File: src/rtl/fir3_pkg.sv
package fir3_pkg;

    typedef enum logic [2:0] {
        ST_IDLE = 3'd0,
        ST_LOAD = 3'd1,
        ST_MUL  = 3'd2,
        ST_ADD1 = 3'd3,
        ST_ADD2 = 3'd4,
        ST_DONE = 3'd5
    } fir_state_e;

    // Operand pairing for the single shared adder
    typedef enum logic {
        ADD_P0_P1  = 1'b0,
        ADD_ACC_P2 = 1'b1
    } add_sel_e;

    typedef struct packed {
        logic     hist_en;
        logic     prod_en;
        logic     acc_en;
        logic     res_en;
        add_sel_e add_sel;
    } fir_ctrl_t;

    // Control word for every state; every field has a defined value
    function automatic fir_ctrl_t ctrl_for(fir_state_e s);
        fir_ctrl_t c;
        c = '{hist_en: 1'b0, prod_en: 1'b0, acc_en: 1'b0,
              res_en: 1'b0, add_sel: ADD_P0_P1};
        case (s)
            ST_LOAD: c.hist_en = 1'b1;
            ST_MUL:  c.prod_en = 1'b1;
            ST_ADD1: begin
                c.acc_en  = 1'b1;
                c.add_sel = ADD_P0_P1;
            end
            ST_ADD2: begin
                c.res_en  = 1'b1;
                c.add_sel = ADD_ACC_P2;
            end
            default: c = c;
        endcase
        return c;
    endfunction

endpackage

File: src/rtl/fir3_ctrl.sv
module fir3_ctrl
    import fir3_pkg::*;
(
    input  logic       clk,
    input  logic       rst,
    input  logic       start,
    output fir_ctrl_t  ctrl,
    output fir_state_e state,
    output logic       done
);

    fir_state_e st_q, st_d;

    always_comb begin
        st_d = st_q;
        case (st_q)
            ST_IDLE: if (start) st_d = ST_LOAD;
            ST_LOAD: st_d = ST_MUL;
            ST_MUL:  st_d = ST_ADD1;
            ST_ADD1: st_d = ST_ADD2;
            ST_ADD2: st_d = ST_DONE;
            ST_DONE: st_d = ST_IDLE;
            default: st_d = ST_IDLE;
        endcase
    end

    always_ff @(posedge clk) begin
        if (rst) st_q <= ST_IDLE;
        else     st_q <= st_d;
    end

    assign ctrl  = ctrl_for(st_q);
    assign state = st_q;
    assign done  = (st_q == ST_DONE);

endmodule

File: src/rtl/fir3_dp.sv
module fir3_dp
    import fir3_pkg::*;
#(
    parameter int W    = 8,
    parameter int TAPS = 3
) (
    input  logic                      clk,
    input  logic                      rst,
    input  fir_ctrl_t                 ctrl,
    input  logic signed [W-1:0]       din,
    input  logic signed [W-1:0]       coef [TAPS],
    output logic signed [2*W+1:0]     result
);

    localparam int PW = 2 * W;
    localparam int SW = 2 * W + 2;

    logic signed [W-1:0]  hist [TAPS];
    logic signed [PW-1:0] prod [TAPS];
    logic signed [SW-1:0] acc_q;
    logic signed [SW-1:0] op_a, op_b, sum;

    // History: slot 0 is the newest sample
    always_ff @(posedge clk) begin
        if (rst)               hist[0] <= '0;
        else if (ctrl.hist_en) hist[0] <= din;
    end

    for (genvar i = 1; i < TAPS; i++) begin : g_hist
        always_ff @(posedge clk) begin
            if (rst)               hist[i] <= '0;
            else if (ctrl.hist_en) hist[i] <= hist[i-1];
        end
    end

    // One multiplier per tap, all loaded in the multiply phase
    for (genvar i = 0; i < TAPS; i++) begin : g_prod
        always_ff @(posedge clk) begin
            if (rst)               prod[i] <= '0;
            else if (ctrl.prod_en) prod[i] <= coef[i] * hist[i];
        end
    end

    // Shared adder with operand multiplexers
    always_comb begin
        if (ctrl.add_sel == ADD_ACC_P2) begin
            op_a = acc_q;
            op_b = SW'(prod[2]);
        end else begin
            op_a = SW'(prod[0]);
            op_b = SW'(prod[1]);
        end
        sum = op_a + op_b;
    end

    always_ff @(posedge clk) begin
        if (rst)              acc_q <= '0;
        else if (ctrl.acc_en) acc_q <= sum;
    end

    always_ff @(posedge clk) begin
        if (rst)              result <= '0;
        else if (ctrl.res_en) result <= sum;
    end

endmodule

File: src/rtl/fir3_fsmd.sv
module fir3_fsmd
    import fir3_pkg::*;
#(
    parameter int W = 8
) (
    input  logic                  clk,
    input  logic                  rst,
    input  logic                  start,
    input  logic signed [W-1:0]   din,
    input  logic signed [W-1:0]   coef0,
    input  logic signed [W-1:0]   coef1,
    input  logic signed [W-1:0]   coef2,
    output logic signed [2*W+1:0] result,
    output logic                  done
);

    localparam int TAPS = 3;

    fir_ctrl_t           ctrl;
    fir_state_e          state;
    logic signed [W-1:0] coef [TAPS];

    assign coef[0] = coef0;
    assign coef[1] = coef1;
    assign coef[2] = coef2;

    fir3_ctrl u_ctrl (
        .clk   (clk),
        .rst   (rst),
        .start (start),
        .ctrl  (ctrl),
        .state (state),
        .done  (done)
    );

    fir3_dp #(.W(W), .TAPS(TAPS)) u_dp (
        .clk    (clk),
        .rst    (rst),
        .ctrl   (ctrl),
        .din    (din),
        .coef   (coef),
        .result (result)
    );

endmodule

File: config.mk
export PLATFORM = sky130hd
export DESIGN_NAME = fir3_fsmd
export DESIGN_NICKNAME = d
export VERILOG_FILES = /design/src/rtl/fir3_pkg.sv /design/src/rtl/fir3_ctrl.sv /design/src/rtl/fir3_dp.sv /design/src/rtl/fir3_fsmd.sv
export SDC_FILE = /design/constraint.sdc
export NUM_CORES = 1
export LEC_CHECK = 0
export BUFFER_PORTS_ARGS = -buffer_cell sky130_fd_sc_hd__buf_4
export CAP_MARGIN = 20
export CORE_MARGIN = 5
export CORE_UTILIZATION = 64
export DETAILED_ROUTE_END_ITERATION = 8
export GPL_TIMING_DRIVEN = 0
export PLACE_DENSITY = 0.8
export SYNTH_ARGS = -nofsm -noshare
export SYNTH_HDL_FRONTEND = slang
export SYNTH_SLANG_ARGS = --single-unit
File: constraint.sdc
create_clock -name clk -period 5.2 [get_ports clk]
set_input_delay 0.26 -clock clk [delete_from_list [all_inputs] [get_ports clk]]
set_output_delay 0.26 -clock clk [all_outputs]
set_load 0.05 [all_outputs]
# Yosys cells after proc, flatten, opt, wreduce, memory -nomap -nowiden
# Memory sizes are Yosys's and may differ from the RTL's.
# Cells that the tools add are included.
[word_totals]
reg_bits = 39
mem_bits_rw = 72
input_bits = 35
out_inout_bits = 19
word_cells = 44
memories = 2
[mem_list]
columns = ["memory", "depth", "width", "rd", "rd_ports_with_merged_regs", "write_ports", "line", "rtl"]
rows = [
  ["u_dp.prod", 3, 16, 3, 0, 3, "fir3_dp.sv:19", "logic signed [PW-1:0] prod [TAPS];"],
  ["u_dp.hist", 3, 8, 3, 0, 3, "fir3_dp.sv:18", "logic signed [W-1:0] hist [TAPS];"],
]
[op_classes]
addsub = 1
n_mul = 3
n_eq_ne = 6
n_mux = 22
bitwise_logic = 6
reduce_logical = 1
[op_table]
columns = ["cell", "count"]
rows = [
  ["$mul A8 B8 Y16", 3],
  ["$mux W16", 3],
  ["$mux W18", 2],
  ["$mux W8", 3],
  ["$add A18 B18 Y18", 1],
  ["$pmux W3 S5", 1],
  ["$mux W1", 12],
  ["$eq A3 B2 Y1 const B", 2],
  ["$eq A3 B3 Y1 const B", 2],
  ["$or A1 B1 Y1", 6],
  ["$eq A3 B1 Y1 const B", 1],
  ["$logic_not A3 Y1", 1],
  ["$mux W3", 1],
  ["$ne A2 B2 Y1 const B", 1],
]

# Logic depth before layout (Yosys ltp)
# Gate-level depths: netlist (run 1).
[logic_depth]
word_depth = 6
ltp_mapped = 17
depth_no_buf = 17

# Hierarchy
# From an unflattened synthesis (run 1), not the netlist that was laid out.
[unflattened]
cells_unflattened = 1346
area_unflattened_um2 = 13065.0
[modules_own_cells]
columns = ["module", "instances", "cells_each", "area_per_inst_um2", "seq_area_each_um2"]
rows = [
  ["fir3_dp", 1, 1331, 12903.6, 2882.8],
  ["fir3_ctrl", 1, 15, 161.4, 60.1],
]

# Worst setup path before layout (run 1)
# OpenSTA, ideal clock, no wires.
[synth_path]
path_type = "reg-to-reg"
start = "reg u_ctrl.st_q[2] (netlist: u_ctrl.state[2])"
end = "mem u_dp.prod[0][0] (netlist name), enable pin"
setup_ns = 0.520
arrival_time_ns = 3.878
required_ns = 4.680
slack_ns = 0.802
path_stages_with_launch = 4
path_buffers = 0
synth_period_minus_slack_ns = 4.398
path_cell_list = "dfxtp_1 -> inv_2 -> nand2_1 -> o21ai_0"
[synth_lines]
columns = ["item", "line", "rtl"]
rows = [
  ["start: declaration", "fir3_ctrl.sv:12", "fir_state_e st_q, st_d;"],
  ["start signal: assignment", "fir3_ctrl.sv:29", "else st_q <= st_d;"],
  ["end: declaration", "fir3_dp.sv:19", ""],
]

==> metrics, run 1 <==
CTS buffer count 9; max_cap viols 0; Slew @ Worst Pin 0.724 ns; Core Footprint 19600 sq um; Post-synth EDFFs 72; DR vias/cell 5.45; Clock Tree Buf Depth 2; Die Footprint 23000 sq um; Placement Cell Area 13600 sq um; post-synthesis sequential element count 111; Mapped Avg Cell Area 9.16 sq um; Std-Cell Rows 51; post-synth cell types 59; Slew HR 0.517; PortBufs 53; sequential element share of the synthesized area 0.229; Post-Syn Nets 1708; Max Fanout on Critical Path 8; max-slew violation total from the final report 0; RSZ-0062 raised after global routing false; Total GRT Usage 0.258; power density over cell area 316 nW/um^2; YS warnings 0; flop2flop setup slack 0.42 ns; Period minus WS final 4.78 ns; DRC 0; critical path required time 5.35 ns; Post-CTS Hold Buffers 0; Post-synth ARST share 0; Ports 54; gr ovfl total 0; die width 152 um; nets 1776; number of gates resized after cts 0; run status completed; CP dominant cell by count fa_1; Most used DFF post-synth edfxtp_1; Post-Syn Area 12800 sq um; cell breakdown of the critical path and2_1 > fa_1 > inv_1 > fa_1 > fa_1 > inv_1 > fa_1 > ha_1 > a21oi_1 > o21bai_1 > o21bai_1 > a21oi_1 > a2111o_1 > o21ai_0; Worst path max stage delay 0.63 ns; Final Skew 0.0118 ns; global-route wire length before repair 47.3 mm; Antenna diodes 0; pre-CTS setup slack 0.457 ns; Worst Path Buf+Inv 2; wire per inst 15.7 um; DR vias 9486; CP delay by family, top adder cells; H-Tree Depth 3; share of layout cells above drive strength 1 0.0630; final hold vios 0; # setup viols final 0; Setup Crit Path Kind register to register; Clock Latency Late Sink 0.36 ns; setup ws final 0.417 ns; starting density of the core 0.656; post-route cell area 14000 sq um; CP Data Arrival Time 4.93 ns; overall power 4410 uW; vias in the first global route 9857; DIE HEIGHT 152 um; CTS sink cnt 111; Routed WL 27.4 mm; Area growth, synth to finish 8.72%; crit share post-route 0.920; Mapped Cells 1403; register clock-pin slew on the reported worst setup and hold paths 0.07 ns; leak pwr 0.00667 uW; hpwl dp 22.6 mm; Fmax 209 MHz; Root Driver clkbuf_16; Min-Delay Path Class input port to register; initial antenna violation count 0; pin count of the biggest net entering global routing 36; critical path's slowest cell fa_1; worst vdd ir 209 uV; CTS tree built; setup bufs post-CTS 0; Setup crit end kind register; initial DRC count 469; Routed Antenna Nets 0; number of iterations in the first detailed-routing pass 5; GP Congestion 0.934; CP Launch Type register
[placed cells by master, fill, tap and decap left out, types with 6 or more instances in the layout]
master	Yosys	final
clkbuf_16	0	9
xnor2_1	29	29
a21o_1	12	12
clkbuf_1	24	25
ha_1	104	104
xor2_1	6	6
nand3_1	23	23
nand2b_1	12	12
and3_1	8	8
a21oi_1	43	43
o21a_1	11	11
nor3_1	32	32
dfxtp_1	39	39
o21ai_0	28	26
nor2_1	38	38
nor2b_1	28	28
mux2i_1	12	12
fa_1	166	166
and2_1	165	165
buf_4	0	54
nand2_1	204	204
edfxtp_1	72	72
or3_1	8	8
inv_1	249	249
o21ai_1	7	7
[routing by layer]
metal / track usage / vias to the layer above / part of all wire
met1: 0.355 / 4608 / 0.45
met2: 0.438 / 248 / 0.48
met5: 0 / - / 0
met4: 0.0656 / 0 / 0.019
li1: - / 4599 / -
met3: 0.0342 / 31 / 0.050
[flip-flops by register name, summed over array words and instances (netlist names)]
signal and count:
u_ctrl.state 3, u_dp.acc_q 18, u_dp.hist 24, u_dp.prod 48
u_dp.result 18
[cell families (layout without fill, tap and decap cells)]
family / after synthesis / after routing / synth area share
buffers and inverters: 281 / 354 / 0.0825
adder cells (fa/ha/maj): 270 / 270 / 0.360
XOR/XNOR: 35 / 35 / 0.0239
AO/OA/AOI/OAI: 157 / 157 / 0.0840
multiplexers: 15 / 15 / 0.0120
flip-flops: 111 / 111 / 0.229
AND/OR/NAND/NOR: 534 / 534 / 0.209
[power by group]
part	total (uW)	switching, uW	internal, uW
registers	1090	68.1	1020
clock network	733	345	388
logic	2590	1510	1080
[synth_stat cells (all sizes together), types with 11 or more instances]
library cell,number,area (sq um)
edfxtp,72,2160
nand3,23,115
a21oi,46,257
and2,165,1030
nand2b,12,75.1
dfxtp,39,781
clkbuf,24,90.1
ha,104,1300
a21o,12,90.1
xnor2,29,254
fa,166,3320
nand2,204,766
o21a,11,82.6
nor2,38,143
nor3,32,160
mux2i,12,120
inv,250,938
nor2b,28,175
o21ai,36,184
[per-stage QoR]
stage	util	hold slack (ns)	TNS, ns	instances
floorplan	-	0.430	0	1403
global placement	0.693	0.443	-10.93	1721
detailed placement	0.697	0.447	0	1724
CTS	0.713	0.174	0	1740
global route	0.713	0.184	0	1741
finish	0.713	0.184	0	1741
[area by class of cell]
cell class / count / area, sq um
clock inverters: 6 / 83.8
plain buffers: 31 / 121
flip-flops and latches: 111 / 2940
well taps: 265 / 332
fillers: 1577 / 5620
clock buffers: 10 / 229
multi-input cells: 1011 / 8860
inverters: 250 / 938
repair buffers: 57 / 460
[worst paths after layout]
kind                         from          endpoint  cells after the start
hold reg to reg   u_dp.result[10]   u_dp.result[10]                      2
hold / removal             din[0]   u_dp.hist[0][0]                      2
setup reg to reg  u_dp.hist[2][3]  u_dp.prod[2][15]                     14
setup / recovery  u_dp.hist[2][3]  u_dp.prod[2][15]                     14
[worst register-to-register path: stages, from the launching register on]
cell	delay [ns]
edfxtp_1	0.54
and2_1	0.26
fa_1	0.63
inv_1	0.13
fa_1	0.48
fa_1	0.51
inv_1	0.05
fa_1	0.43
ha_1	0.36
a21oi_1	0.11
o21bai_1	0.24
o21bai_1	0.19
a21oi_1	0.12
a2111o_1	0.40
o21ai_0	0.14
No activity file was read; power rests on OpenSTA's default activity.
==> inputs of run 2 (changes only) <==
Settings changed: ABC_AREA from default to 1, CORE_UTILIZATION 64 to 65, PLACE_DENSITY 0.8 to 0.81.
==> metrics, run 2 <==
GP Congestion 0.931 (-0.31%); commonest cells after routing, fill and taps aside 517 x inv_1, 408 x nand2_1, 166 x fa_1; critical path required time 5.30 ns (-0.05 ns); CTS buffer count 9 (unchanged); hpwl dp 24.3 mm (+7.5%); initial antenna violation count 0 (unchanged); Setup crit end kind register; reg2reg path depth 17 (+3); Slew HR 0.576 (+0.0585); gr ovfl total 0 (unchanged); crit share post-route 0.930 (+0.0100); nets 2169 (+22%); area leader, netlist fa_1; area share of the largest cell type after synthesis 0.246 (-0.0125); critical path's slowest cell fa_1; Routed WL 29.4 mm (+7.1%); starting density of the core 0.663 (+0.00701); DRC 0 (unchanged); pin count of the biggest net entering global routing 41 (+14%); top-count cell post-synth inv_1; Core Footprint 20400 sq um (+4.0%); Mapped Cells 1821 (+30%); worst vdd ir 239 uV (+14%); initial DRC count 752 (+60%); cell breakdown of the critical path clkbuf_1 > nand2_1 > fa_1 > inv_1 > fa_1 > inv_1 > fa_1 > inv_1 > fa_1 > ha_1 > a21oi_1 > a21boi_0 > nand2_1 > nor2_1 > nand3_1 > nand2_1 > nor2_1; Post-Syn Nets 2126 (+24%); CP Launch Type register; fillers 1665 (+5.6%); CTS sink cnt 111 (unchanged); Biggest register u_dp.prod; Worst R2R Start u_dp.hist[1][2]; biggest regs u_dp.prod: 48 flops, u_dp.hist: 24 flops; CTS tree built; CP Data Arrival Time 4.94 ns (about the same); Worst path max stage delay 0.74 ns (+0.11 ns); share of layout cells above drive strength 1 0.0380 (-0.0250); # setup viols final 0 (unchanged); run status completed; Min-Delay Path Depth 3 (+1); flop2flop setup slack 0.37 ns (-0.05 ns); post-synth cell types 37 (-37%); Final TNS setup 0 ns (unchanged); PortBufs 31 (-42%); Post-synth ARST share 0 (unchanged); Post-CTS Hold Buffers 0 (unchanged); max-slew violation total from the final report 0 (unchanged); Total GRT Usage 0.260 (+0.00171); Clock Tree Buf Depth 2 (unchanged); vias in the first global route 11100 (+12%); Clock Latency Late Sink 0.36 ns (about the same); max FFs per register 48 (unchanged); HP Start din[1]; final hold vios 0 (unchanged); most common cell after layout, fill and taps aside inv_1; Worst R2R End u_dp.prod[1][15]; leak pwr 0.00825 uW (+24%); Post-Syn Area 13500 sq um (+5.1%); global-route wire length before repair 50.9 mm (+7.6%); Root Driver clkbuf_16; wire per inst 13.7 um (-13%); sequential element share of the synthesized area 0.218 (-0.0110); commonest cells in the netlist 517 x inv_1, 409 x nand2_1, 166 x fa_1; Most used DFF post-synth edfxtp_1; power density over cell area 347 nW/um^2 (+9.9%); H-Tree Depth 3 (unchanged); Mapped Avg Cell Area 7.41 sq um (-19%); Slew @ Worst Pin 0.634 ns (-0.0899 ns); number of gates resized after cts 0 (unchanged); Storage cell area 2940 sq um (unchanged); Hold Path End u_dp.hist[0][1]; Area growth, synth to finish 6.54%; die width 154 um (+1.6%); number of iterations in the first detailed-routing pass 6 (+1); hold slack 0.196 ns (+0.0116 ns); max_cap viols 0 (unchanged); DR vias 10900 (+15%); Setup Crit Path Kind register to register; Post-synth EDFFs 72 (unchanged); DIE HEIGHT 154 um (+1.6%); Die Footprint 23700 sq um (+3.2%); CP dominant cell by count fa_1; post-synthesis sequential element count 111 (unchanged); Multi-input gate area 8330 sq um (-6.0%); Std-Cell Rows 52 (+2.0%); dominant cells by area after synthesis fa_1 25%, edfxtp_1 16%, inv_1 14%; Ports 54 (unchanged); Routed Antenna Nets 0 (unchanged); Final Skew 0.0128 ns (+0.00108 ns); DR vias/cell 5.10 (-6.3%); setup bufs post-CTS 0 (unchanged); Period minus WS final 4.83 ns (+0.0522 ns); YS warnings 0 (unchanged); Fmax 207 MHz (-1.1%); Max Fanout on Critical Path 9 (+1); Antenna diodes 0 (unchanged); RSZ-0062 raised after global routing false; register clock-pin slew on the reported worst setup and hold paths 0.07 ns (about the same); Min-Delay Path Class input port to register
## run 2: cell types whose count changed after synthesis, moves of 28 or more
cell,previous run,this run
a21oi_1,43,76
nor2_1,38,159
clkbuf_1,24,56
o21ai_0,28,69
nor2b_1,28,0
nand2_1,204,409
nand3_1,23,65
inv_1,249,517
and2_1,165,1
## run 2: cell type report
| cell class | instances | share of cell area |
|---|---|---|
| inverters | 522 | 0.136 |
| well taps | 270 | 0.0235 |
| repair buffers | 32 | 0.0176 |
| flip-flops and latches | 111 | 0.205 |
| clock inverters | 7 | 0.00452 |
| multi-input cells | 1121 | 0.579 |
| plain buffers | 67 | 0.0188 |
| clock buffers | 9 | 0.0157 |
## run 2: layer usage
| metal | track usage | up-vias | routed length (um) |
|---|---|---|---|
| li1 | - | 5444 | - |
| met1 | 0.350 | 5127 | 12800 |
| met2 | 0.457 | 305 | 14400 |
| met3 | 0.0273 | 41 | 1620 |
| met4 | 0.0572 | 0 | 522 |
| met5 | 0 | - | 0 |
## run 2: cell families (layout without fill, tap and decap cells)
group / count (synthesis) / in the layout / share of synthesized area
fa+ha+maj: 270 / 270 / 0.343
compound gates: 171 / 171 / 0.0670
flops: 111 / 111 / 0.218
buf+inv: 589 / 637 / 0.165
simple gates: 663 / 663 / 0.196
xor+xnor: 17 / 17 / 0.0110
## run 2: worst max-delay path, delay by kind of cell (launching register included)
kind	cells	cell delay, ns
AO/OA/AOI/OAI	2	0.37
adder cells (fa/ha/maj)	5	2.58
AND/OR/NAND/NOR	6	0.65
buffers and inverters	4	0.65
flip-flops	1	0.32
## run 2: worst max path at each step
stage                     from               end  depth (start not counted)
5_1_grt        u_dp.hist[1][2]  u_dp.prod[1][15]                         17
3_3_place_gp   u_dp.hist[1][2]  u_dp.prod[1][15]                         16
6_report       u_dp.hist[1][2]  u_dp.prod[1][15]                         17
4_1_cts        u_dp.hist[1][2]  u_dp.prod[1][15]                         17
3_5_place_dp   u_dp.hist[1][2]  u_dp.prod[1][15]                         17
2_1_floorplan  u_dp.hist[0][2]  u_dp.prod[0][15]                         17
## run 2: stage by stage
step	cell area, sq um	worst slack [ns]	util	cells	total power, uW
final	14400	0.365	0.706	2139	4990
after global routing	14400	0.0144	0.706	2139	5590
after CTS	14400	0.333	0.706	2139	4990
after detailed placement	14100	0.363	0.692	2123	4290
after global placement	14100	0.465	0.691	2122	4180
after floorplan	13500	0.996	-	1821	3570
## run 2: power by group
group          switching [uW]  leakage (uW)  internal, uW
Clock                     346      0.000141           337
Combinational            2100       0.00703          1140
Sequential               34.1       0.00107          1040
==> inputs of run 3 (changes only) <==
Settings changed: BUFFER_PORTS_ARGS -buffer_cell sky130_fd_sc_hd__buf_4 to default, DONT_BUFFER_PORTS from default to 1, PLACE_DENSITY 0.81 to 0.79.
==> metrics, run 3 (synthesis results as in run 2) <==
Antenna diodes 0 (unchanged); nets 2137 (-1.5%); Biggest register u_dp.prod; Final Skew 0.0121 ns (-0.000701 ns); Slew HR 0.532 (-0.0440); Core Footprint 20400 sq um (unchanged); GP Congestion 0.936 (+0.54%); Min-Delay Path Class input port to register; worst vdd ir 262 uV (+9.4%); power density over cell area 350 nW/um^2 (+0.86%); starting density of the core 0.663 (unchanged); Multi-input gate area 8330 sq um (unchanged); DRC 0 (unchanged); wire per inst 14.0 um (+2.0%); initial DRC count 654 (-13%); CTS sink cnt 111 (unchanged); Final TNS setup 0 ns (unchanged); Clock Latency Late Sink 0.36 ns (about the same); crit share post-route 0.946 (+0.0159); Root Driver clkbuf_16; share of layout cells above drive strength 1 0.0218 (-0.0162); # setup viols final 0 (unchanged); DIE HEIGHT 154 um (unchanged); max_cap viols 0 (unchanged); H-Tree Depth 3 (unchanged); critical path required time 5.35 ns (+0.05 ns); leak pwr 0.00809 uW (-2.0%); run status completed; initial antenna violation count 0 (unchanged); Routed WL 29.5 mm (+0.49%); Max Fanout on Critical Path 9 (unchanged); PortBufs 0 (-100%); number of iterations in the first detailed-routing pass 7 (+1); hpwl dp 24.4 mm (+0.45%); Setup Crit Path Kind register to register; setup bufs post-CTS 0 (unchanged); biggest regs u_dp.prod: 48 flops, u_dp.hist: 24 flops; max FFs per register 48 (unchanged); most common cell after layout, fill and taps aside inv_1; commonest cells after routing, fill and taps aside 517 x inv_1, 408 x nand2_1, 166 x fa_1; die width 154 um (unchanged); CP Launch Type register; register clock-pin slew on the reported worst setup and hold paths 0.08 ns (about the same); Setup crit end kind register; Std-Cell Rows 52 (unchanged); Total GRT Usage 0.257 (-0.00265); Clock Tree Buf Depth 2 (unchanged); Finished Layout Cells 2107 (-1.5%); fillers 1714 (+2.9%); CTS buffer count 9 (unchanged); Ports 54 (unchanged); Fmax 203 MHz (-1.7%); Die Footprint 23700 sq um (unchanged); max-slew violation total from the final report 0 (unchanged); DR vias 10800 (-0.73%); CP Data Arrival Time 5.07 ns (+0.13 ns); RSZ-0062 raised after global routing false; Cells after DPL 2092 (-1.5%); pin count of the biggest net entering global routing 41 (unchanged); gr ovfl total 0 (unchanged); final hold vios 0 (unchanged); CTS tree built; global-route wire length before repair 50.1 mm (-1.5%); Routed Antenna Nets 0 (unchanged); Storage cell area 2940 sq um (unchanged); DR vias/cell 5.14 (+0.77%); Slew @ Worst Pin 0.702 ns (+0.0680 ns); Area growth, synth to finish 4.72%; vias in the first global route 10800 (-2.7%); Period minus WS final 4.92 ns (+0.0827 ns)
run 3: routing by layer:
layer | vias to the layer above | GRT usage | part of all wire
li1 | 5392 | - | -
met1 | 5072 | 0.350 | 0.44
met2 | 329 | 0.442 | 0.49
met3 | 44 | 0.0312 | 0.056
met4 | 0 | 0.0635 | 0.018
met5 | - | 0 | 0
run 3: per-stage QoR:
step                power [uW]  area [sq um]  utilization  setup WS, ns  hold slack (ns)
floorplan                 3570         13500            -         0.996            0.438
global placement          4180         13800        0.679         0.442            0.451
detailed placement        4270         13900        0.681         0.368            0.473
CTS                       4940         14100        0.694         0.339            0.104
global route              5510         14100        0.694        0.0589            0.114
finish                    4950         14100        0.694         0.282            0.109
run 3: timing repair:
item                                    CTS  global route
hold buffers                              0             0
endpoints found under the setup margin    0             1
gates resized for setup                   0             0
run 3: where the power goes:
group	internal [uW]	switching (uW)
registers	1040	58.3
logic	1120	2060
clock network	332	330
total	2500	2450
run 3: worst paths after layout:
kind | start | cells after the start | slack (ns) | endpoint
hold / removal | rst | 3 | 0.11 | u_dp.acc_q[0]
setup reg to reg | u_dp.hist[1][2] | 16 | 0.28 | u_dp.prod[1][15]
setup / recovery | u_dp.hist[1][2] | 16 | 0.28 | u_dp.prod[1][15]
hold reg to reg | u_dp.acc_q[8] | 2 | 0.52 | u_dp.acc_q[8]
run 3: critical path, stage by stage (launching register included):
cell and delay (ns):
edfxtp_1 0.33, clkbuf_1 0.44, nand2_1 0.25, fa_1 0.74
inv_1 0.10, fa_1 0.50, inv_1 0.05, fa_1 0.50
inv_1 0.05, fa_1 0.45, ha_1 0.36, a21oi_1 0.18
a21boi_0 0.19, nand2_1 0.07, nor2_1 0.15, a21oi_1 0.06
nor2_1 0.27
run 3: final cells by class:
class                           count  share of cell area
Tap cell                          270              0.0239
Multi-Input combinational cell   1121               0.589
Timing Repair Buffer                1             0.00142
Buffer                             66              0.0189
Sequential cell                   111               0.208
Clock buffer                        9              0.0159
Inverter                          522               0.139
Clock inverter                      7             0.00389
